==> src/rtl/psd_pkg.sv <==
package psd_pkg;
  localparam int unsigned SWALLOW_W = 7;
  localparam int unsigned PROG_W    = 11;
  localparam int unsigned P_SMALL   = 64;
  localparam int unsigned P_LARGE   = 128;
  localparam int unsigned SYNC_LEN  = 2;

  typedef enum logic {
    RATIO_LARGE = 1'b0,
    RATIO_SMALL = 1'b1
  } ratio_sel_e;
endpackage

==> src/rtl/psd_prescaler.sv <==
module psd_prescaler
  import psd_pkg::*;
#(
  parameter int unsigned P_LO = P_SMALL,
  parameter int unsigned P_HI = P_LARGE
) (
  input  logic       clk,
  input  logic       rst_n,
  input  ratio_sel_e ratio,
  input  logic       mod_hi,
  output logic       tick
);
  localparam int unsigned PC_W = $clog2(P_HI + 2);
  localparam logic [PC_W-1:0] LAST_LO = PC_W'(P_LO - 1);
  localparam logic [PC_W-1:0] LAST_HI = PC_W'(P_HI - 1);

  logic [PC_W-1:0] pcnt_q, pcnt_d, last_pos;

  always_comb begin
    last_pos = ((ratio == RATIO_SMALL) ? LAST_LO : LAST_HI) + PC_W'(mod_hi);
    tick     = (pcnt_q == last_pos);
    pcnt_d   = tick ? '0 : pcnt_q + PC_W'(1);
  end

  always_ff @(posedge clk or negedge rst_n) begin
    if (!rst_n) pcnt_q <= '0;
    else        pcnt_q <= pcnt_d;
  end


  pc_range_chk: assert property (@(posedge clk) disable iff (!rst_n)
    pcnt_q <= PC_W'(P_HI));
endmodule

==> src/rtl/psd_cfg_hold.sv <==
module psd_cfg_hold
  import psd_pkg::*;
#(
  parameter int unsigned A_W     = SWALLOW_W,
  parameter int unsigned N_W     = PROG_W,
  parameter int unsigned RST_A   = 0,
  parameter int unsigned RST_N   = 2,
  parameter bit          RST_SEL = 1'b0
) (
  input  logic           clk,
  input  logic           rst_n,
  input  logic           load,
  input  logic           in_sel,
  input  logic [A_W-1:0] in_a,
  input  logic [N_W-1:0] in_n,
  input  logic           cyc_end,
  output logic [A_W-1:0] pend_a,
  output logic [N_W-1:0] pend_n,
  output ratio_sel_e     act_sel
);
  logic       pend_sel;
  ratio_sel_e act_sel_d;

  always_comb begin
    act_sel_d = act_sel;
    if (cyc_end) act_sel_d = ratio_sel_e'(pend_sel);
  end

  always_ff @(posedge clk or negedge rst_n) begin
    if (!rst_n) begin
      pend_a   <= A_W'(RST_A);
      pend_n   <= N_W'(RST_N);
      pend_sel <= RST_SEL;
    end else if (load) begin
      pend_a   <= in_a;
      pend_n   <= in_n;
      pend_sel <= in_sel;
    end
  end

  always_ff @(posedge clk or negedge rst_n) begin
    if (!rst_n) act_sel <= ratio_sel_e'(RST_SEL);
    else        act_sel <= act_sel_d;
  end


  sel_hold_chk: assert property (@(posedge clk) disable iff (!rst_n)
    !cyc_end |=> $stable(act_sel));
endmodule

==> src/rtl/psd_swallow_prog.sv <==
module psd_swallow_prog
  import psd_pkg::*;
#(
  parameter int unsigned A_W   = SWALLOW_W,
  parameter int unsigned N_W   = PROG_W,
  parameter int unsigned RST_A = 0,
  parameter int unsigned RST_N = 2
) (
  input  logic           clk,
  input  logic           rst_n,
  input  logic           tick,
  input  logic [A_W-1:0] rel_a,
  input  logic [N_W-1:0] rel_n,
  output logic           mod_hi,
  output logic           cyc_end,
  output logic           fp
);
  logic [A_W-1:0] acnt_q, acnt_d;
  logic [N_W-1:0] ncnt_q, ncnt_d;
  logic           fp_d;

  always_comb begin
    cyc_end = tick && (ncnt_q == N_W'(1));
    acnt_d  = acnt_q;
    ncnt_d  = ncnt_q;
    if (cyc_end) begin
      acnt_d = rel_a;
      ncnt_d = rel_n;
    end else if (tick) begin
      ncnt_d = ncnt_q - N_W'(1);
      if (acnt_q != '0) acnt_d = acnt_q - A_W'(1);
    end
    fp_d   = (ncnt_d == N_W'(1));
    mod_hi = (acnt_q != '0);
  end

  always_ff @(posedge clk or negedge rst_n) begin
    if (!rst_n) begin
      acnt_q <= A_W'(RST_A);
      ncnt_q <= N_W'(RST_N);
      fp     <= (RST_N == 1);
    end else if (tick) begin
      acnt_q <= acnt_d;
      ncnt_q <= ncnt_d;
      fp     <= fp_d;
    end
  end


  mod_stable_chk: assert property (@(posedge clk) disable iff (!rst_n)
    !tick |=> $stable(mod_hi));

  swallow_step_chk: assert property (@(posedge clk) disable iff (!rst_n)
    (tick && !cyc_end && acnt_q != '0) |=> acnt_q == $past(acnt_q) - A_W'(1));

  reload_chk: assert property (@(posedge clk) disable iff (!rst_n)
    cyc_end |=> (ncnt_q == $past(rel_n)) && (acnt_q == $past(rel_a)));

  fp_edge_chk: assert property (@(posedge clk) disable iff (!rst_n)
    $rose(fp) |-> $past(tick));
endmodule

==> src/rtl/psd_divider.sv <==
module psd_divider
  import psd_pkg::*;
#(
  parameter int unsigned A_W     = SWALLOW_W,
  parameter int unsigned N_W     = PROG_W,
  parameter int unsigned P_LO    = P_SMALL,
  parameter int unsigned P_HI    = P_LARGE,
  parameter int unsigned SYNC    = SYNC_LEN,
  parameter int unsigned RST_A   = 0,
  parameter int unsigned RST_N   = 2,
  parameter bit          RST_SEL = 1'b0
) (
  input  logic           clk,
  input  logic           rst_n,
  input  logic           cfg_load,
  input  logic           cfg_sel64,
  input  logic [A_W-1:0] cfg_swallow,
  input  logic [N_W-1:0] cfg_prog,
  output logic           mod_hi,
  output logic           fp
);
  logic [SYNC-1:0] rst_pipe;
  logic            rst_int_n;
  logic            tick, cyc_end;
  logic [A_W-1:0]  pend_a;
  logic [N_W-1:0]  pend_n;
  ratio_sel_e      act_sel;

  always_ff @(posedge clk or negedge rst_n) begin
    if (!rst_n) rst_pipe <= '0;
    else        rst_pipe <= {rst_pipe[SYNC-2:0], 1'b1};
  end
  assign rst_int_n = rst_pipe[SYNC-1];

  psd_cfg_hold #(
    .A_W(A_W), .N_W(N_W), .RST_A(RST_A), .RST_N(RST_N), .RST_SEL(RST_SEL)
  ) u_cfg (
    .clk(clk), .rst_n(rst_int_n), .load(cfg_load), .in_sel(cfg_sel64),
    .in_a(cfg_swallow), .in_n(cfg_prog), .cyc_end(cyc_end),
    .pend_a(pend_a), .pend_n(pend_n), .act_sel(act_sel)
  );

  psd_prescaler #(.P_LO(P_LO), .P_HI(P_HI)) u_pre (
    .clk(clk), .rst_n(rst_int_n), .ratio(act_sel), .mod_hi(mod_hi), .tick(tick)
  );

  psd_swallow_prog #(
    .A_W(A_W), .N_W(N_W), .RST_A(RST_A), .RST_N(RST_N)
  ) u_cnt (
    .clk(clk), .rst_n(rst_int_n), .tick(tick), .rel_a(pend_a), .rel_n(pend_n),
    .mod_hi(mod_hi), .cyc_end(cyc_end), .fp(fp)
  );


  rst_quiet_chk: assert property (@(posedge clk)
    !rst_int_n |-> (!mod_hi && (fp == (RST_N == 1))));
endmodule

==> config.mk <==
export PLATFORM = sky130hd
export DESIGN_NAME = psd_divider
export DESIGN_NICKNAME = d
export VERILOG_FILES = /design/src/rtl/psd_pkg.sv /design/src/rtl/psd_prescaler.sv /design/src/rtl/psd_cfg_hold.sv /design/src/rtl/psd_swallow_prog.sv /design/src/rtl/psd_divider.sv
export SDC_FILE = /design/constraint.sdc
export NUM_CORES = 1
export LEC_CHECK = 0
export BUFFER_PORTS_ARGS = -buffer_cell sky130_fd_sc_hd__clkbuf_2
export CAP_MARGIN = 20
export CORE_UTILIZATION = 40
export CTS_BUF_LIST = sky130_fd_sc_hd__clkbuf_4
export DETAILED_ROUTE_END_ITERATION = 10
export GPL_TIMING_DRIVEN = 0
export PLACE_DENSITY = 0.55
export SETUP_SLACK_MARGIN = 0.1
export SLEW_MARGIN = 20
export SYNTH_ARGS = -nofsm -noshare
export SYNTH_HDL_FRONTEND = slang
export SYNTH_SLANG_ARGS = --single-unit
==> constraint.sdc <==
create_clock -name clk -period 4.1 [get_ports clk]
set_clock_uncertainty 0.05 [all_clocks]
set_input_delay 0 -clock clk [delete_from_list [all_inputs] [get_ports clk]]
set_output_delay 0 -clock clk [all_outputs]
set_load 0.005 [all_outputs]
==> reports/metrics.yaml <==
status: "completed"
synth_seq_area_share_pct: 49.9
gp_congestion: 0.782
crit_slowest_cell: "or4b_1"
die_w_um: 80.4
layout.cells.most_common: "dfrtp_1"
ant_nets: 0
hold_viol: 0
cts_tree: "yes"
track_usage_pct: 18.3
vias: 1884
cp.required_ns: 4.36
power_leakage_nw: 1.23
synth_cell_types: 51
drv_cap: 0
routedWlPerCell_um: 14.8
drtIter0Drc: 86
fmax_mhz: 270
diodes: 0
drc: 0
multi_input_area_mm2: 0.00118
synth_edf_count: 0
ys_ff_latch: 49
cts_max_level: 2
grt_pass1_wl_mm: 9.00
start_util_pct: 41.5
arrival_ns: 3.96
die-area_mm2: 0.00647
final_cell_mix: "dfrtp_1, clkbuf_2, dlygate4sd3_1"
setup_tns_ns: 0
met2_length_mm: 2.48
crit_fanout: 10
clk_latency_ns: 0.37
design.core.area_mm2: 0.00592
async_reset_ff_share_pct: 100
grt_max_degree: 31
io_pins: 24
synth_area_mm2: 0.00246
dr.pass1.iters: 4
place_ws_ns: 0.0122
syn-num-nets: 260
synthFlopType: "dfrtp_1"
cts_made_buffers: 5
hold_path.class: "in -> reg"
seq_area_mm2: 0.00123
grt_pass1_vias: 1896
yosysWarnings: 0
period_share_pct: 90.3
final_nets: 311
post_cts.repair.setup_buffers: 0
ir_worst_vdd_mv: 0.187
worst_slack_ns: 0.396
cp-end-kind: "flip-flop"
tightest_slew_ns: 0.710
max_slew_margin_pct: 52.6
power_density_mw_per_mm2: 270
final-setup-viol-count: 0
syn_inst: 233
port_buffers: 22
cts.path.max_buffers: 2
drt-vias-per-instance: 5.23
fin_cells: 360
clock-root-buffer: "clkbuf_4"
antenna_found_initial: 0
cts.clk_slew.worst_paths_ns: 0.15
dp.cells: 331
syn_to_final_growth_pct: 20.4
finalInstanceArea_mm2: 0.00296
die_h_um: 80.4
grt-ovfl-total: 0
fin_crit_ns: 3.70
critical_path.cell_chain: "inv_1 -> ha_1 -> or4b_1 -> nor3_2 -> inv_1 -> ha_1 -> xnor2_1 -> nand2_1 -> a21oi_2 -> clkbuf_1 -> nand3_1 -> xor2_1 -> o21ai_1"
drive_gt1_share_pct: 22.8
hpwlAfterDp_mm: 3.75
wl_met1_mm: 2.64
highest_layer: "met4"
critPathKind: "reg -> reg"
start_kind: "flip-flop"
nFillCells: 570
rows: 28
wl_met3_um: 168
routed_wl_mm: 5.34
rsz0062_at_grt: "yes"
critPathMaxStageDelay_ns: 0.53
syn_avg_cell_area_um2: 10.6
clock-sinks: 49
slew_viol_final: 0
post_dp_cell_area_mm2: 0.00269
==> cells by family (layout without fill, tap and decap cells) <==
| group | after synthesis | after routing | synth area share, % |
|---|---|---|---|
| DFF | 49 | 49 | 49.9 |
| buffers and inverters | 17 | 69 | 2.64 |
| muxes | 20 | 20 | 9.10 |
| xor gates and xnor gates | 10 | 10 | 3.56 |
| other | 1 | 1 | 0.152 |
| and+or+nand+nor | 77 | 77 | 16.9 |
| adders and majority gates | 5 | 5 | 2.54 |
| AOI/OAI and AO/OA | 54 | 54 | 15.2 |
==> flip-flops by register name (all words and copies together) (netlist names) <==
name and count:
u_cfg.pend_n 11, u_cnt.ncnt_q 11, u_pre.pcnt_q 8, u_cfg.pend_a 7, u_cnt.acnt_q 7, rst_pipe 2
u_cfg.act_sel 1, u_cfg.pend_sel 1, u_cnt.fp 1
==> final timing paths <==
path,endpoint,start,slack (ns),depth (start not counted)
max in group asynchronous,u_cfg.pend_n[1],rst_pipe[1],3.28,1
min in group asynchronous,u_cfg.pend_n[3],rst_pipe[1],0.16,0
setup reg to reg,u_cnt.acnt_q[5],u_cnt.acnt_q[0],0.40,13
hold reg to reg,u_cfg.pend_n[3],rst_pipe[1],0.16,0
hold / removal,u_cfg.pend_a[4],cfg_load,0.15,2
setup / recovery,u_cnt.acnt_q[5],u_cnt.acnt_q[0],0.40,13
==> area by class of cell <==
type | count | share of cell area, %
Tap cell | 75 | 3.17
Inverter | 8 | 1.01
Timing Repair Buffer | 44 | 11.5
Clock inverter | 3 | 0.591
Multi-Input combinational cell | 167 | 39.7
Clock buffer | 5 | 1.27
Sequential cell | 49 | 41.5
Buffer | 9 | 1.22
==> metrics by stage <==
| step | hold WS, ns | power [mW] | util [%] |
|---|---|---|---|
| 6_report | 0.151 | 0.801 | 50.0 |
| 5_1_grt | 0.186 | 0.839 | 50.0 |
| 2_1_floorplan | -0.346 | 0.550 | - |
| 3_3_place_gp | -0.264 | 0.567 | 45.0 |
| 4_1_cts | 0.157 | 0.816 | 49.9 |
| 3_5_place_dp | -0.262 | 0.572 | 45.4 |
==> where the power goes <==
group | switching [mW] | total, mW | internal (mW)
Clock | 0.160 | 0.225 | 0.0650
Combinational | 0.0190 | 0.0579 | 0.0390
Sequential | 0.0143 | 0.518 | 0.504
==> layer usage <==
metal  up-vias  GRT usage (%)
li1        950              -
met1       899           24.6
met2        28           29.7
met3         7           3.75
met4         0           5.54
met5         -              0
==> Yosys cell counts (2+ instances only) <==
cell type | count | area [µm²]
mux2_2 | 19 | 214
a22oi_1 | 4 | 30.0
nor2_1 | 18 | 67.6
a2111o_1 | 3 | 33.8
nand3_1 | 6 | 30.0
dfstp_2 | 2 | 52.6
or3_1 | 2 | 12.5
a21oi_1 | 8 | 40.0
or4_1 | 2 | 15.0
ha_1 | 5 | 62.6
and3_1 | 4 | 25.0
and2_1 | 4 | 25.0
a211o_1 | 2 | 17.5
nand2_1 | 17 | 63.8
nand4_1 | 5 | 31.3
o22ai_1 | 2 | 12.5
nor4b_1 | 2 | 17.5
nor3_1 | 7 | 35.0
xnor2_1 | 5 | 43.8
inv_1 | 8 | 30.0
o21bai_1 | 2 | 15.0
clkbuf_1 | 6 | 22.5
buf_1 | 2 | 7.51
dfrtp_1 | 47 | 1180
a22o_1 | 3 | 26.3
a21o_1 | 2 | 15.0
o21ai_0 | 2 | 10.0
o21ai_1 | 16 | 80.1
o41ai_1 | 2 | 17.5
xor2_1 | 5 | 43.8
==> worst max-delay path, delay by kind of cell, from the launching register on <==
kind                     cells  cell delay, ns
AO/OA/AOI/OAI                2            0.44
AND/OR/NAND/NOR              4            1.23
XOR/XNOR                     2            0.30
adder cells (fa/ha/maj)      2            0.55
buffers and inverters        3            0.65
flip-flops                   1            0.41
==> what timing repair did <==
item | in CTS | in global routing
setup endpoints to repair | 13 | 14
hold buffers | 21 | 0
gates resized for setup | 1 | 4
hold endpoints to repair | 21 | 0
(Power assumes the default switching activity.)
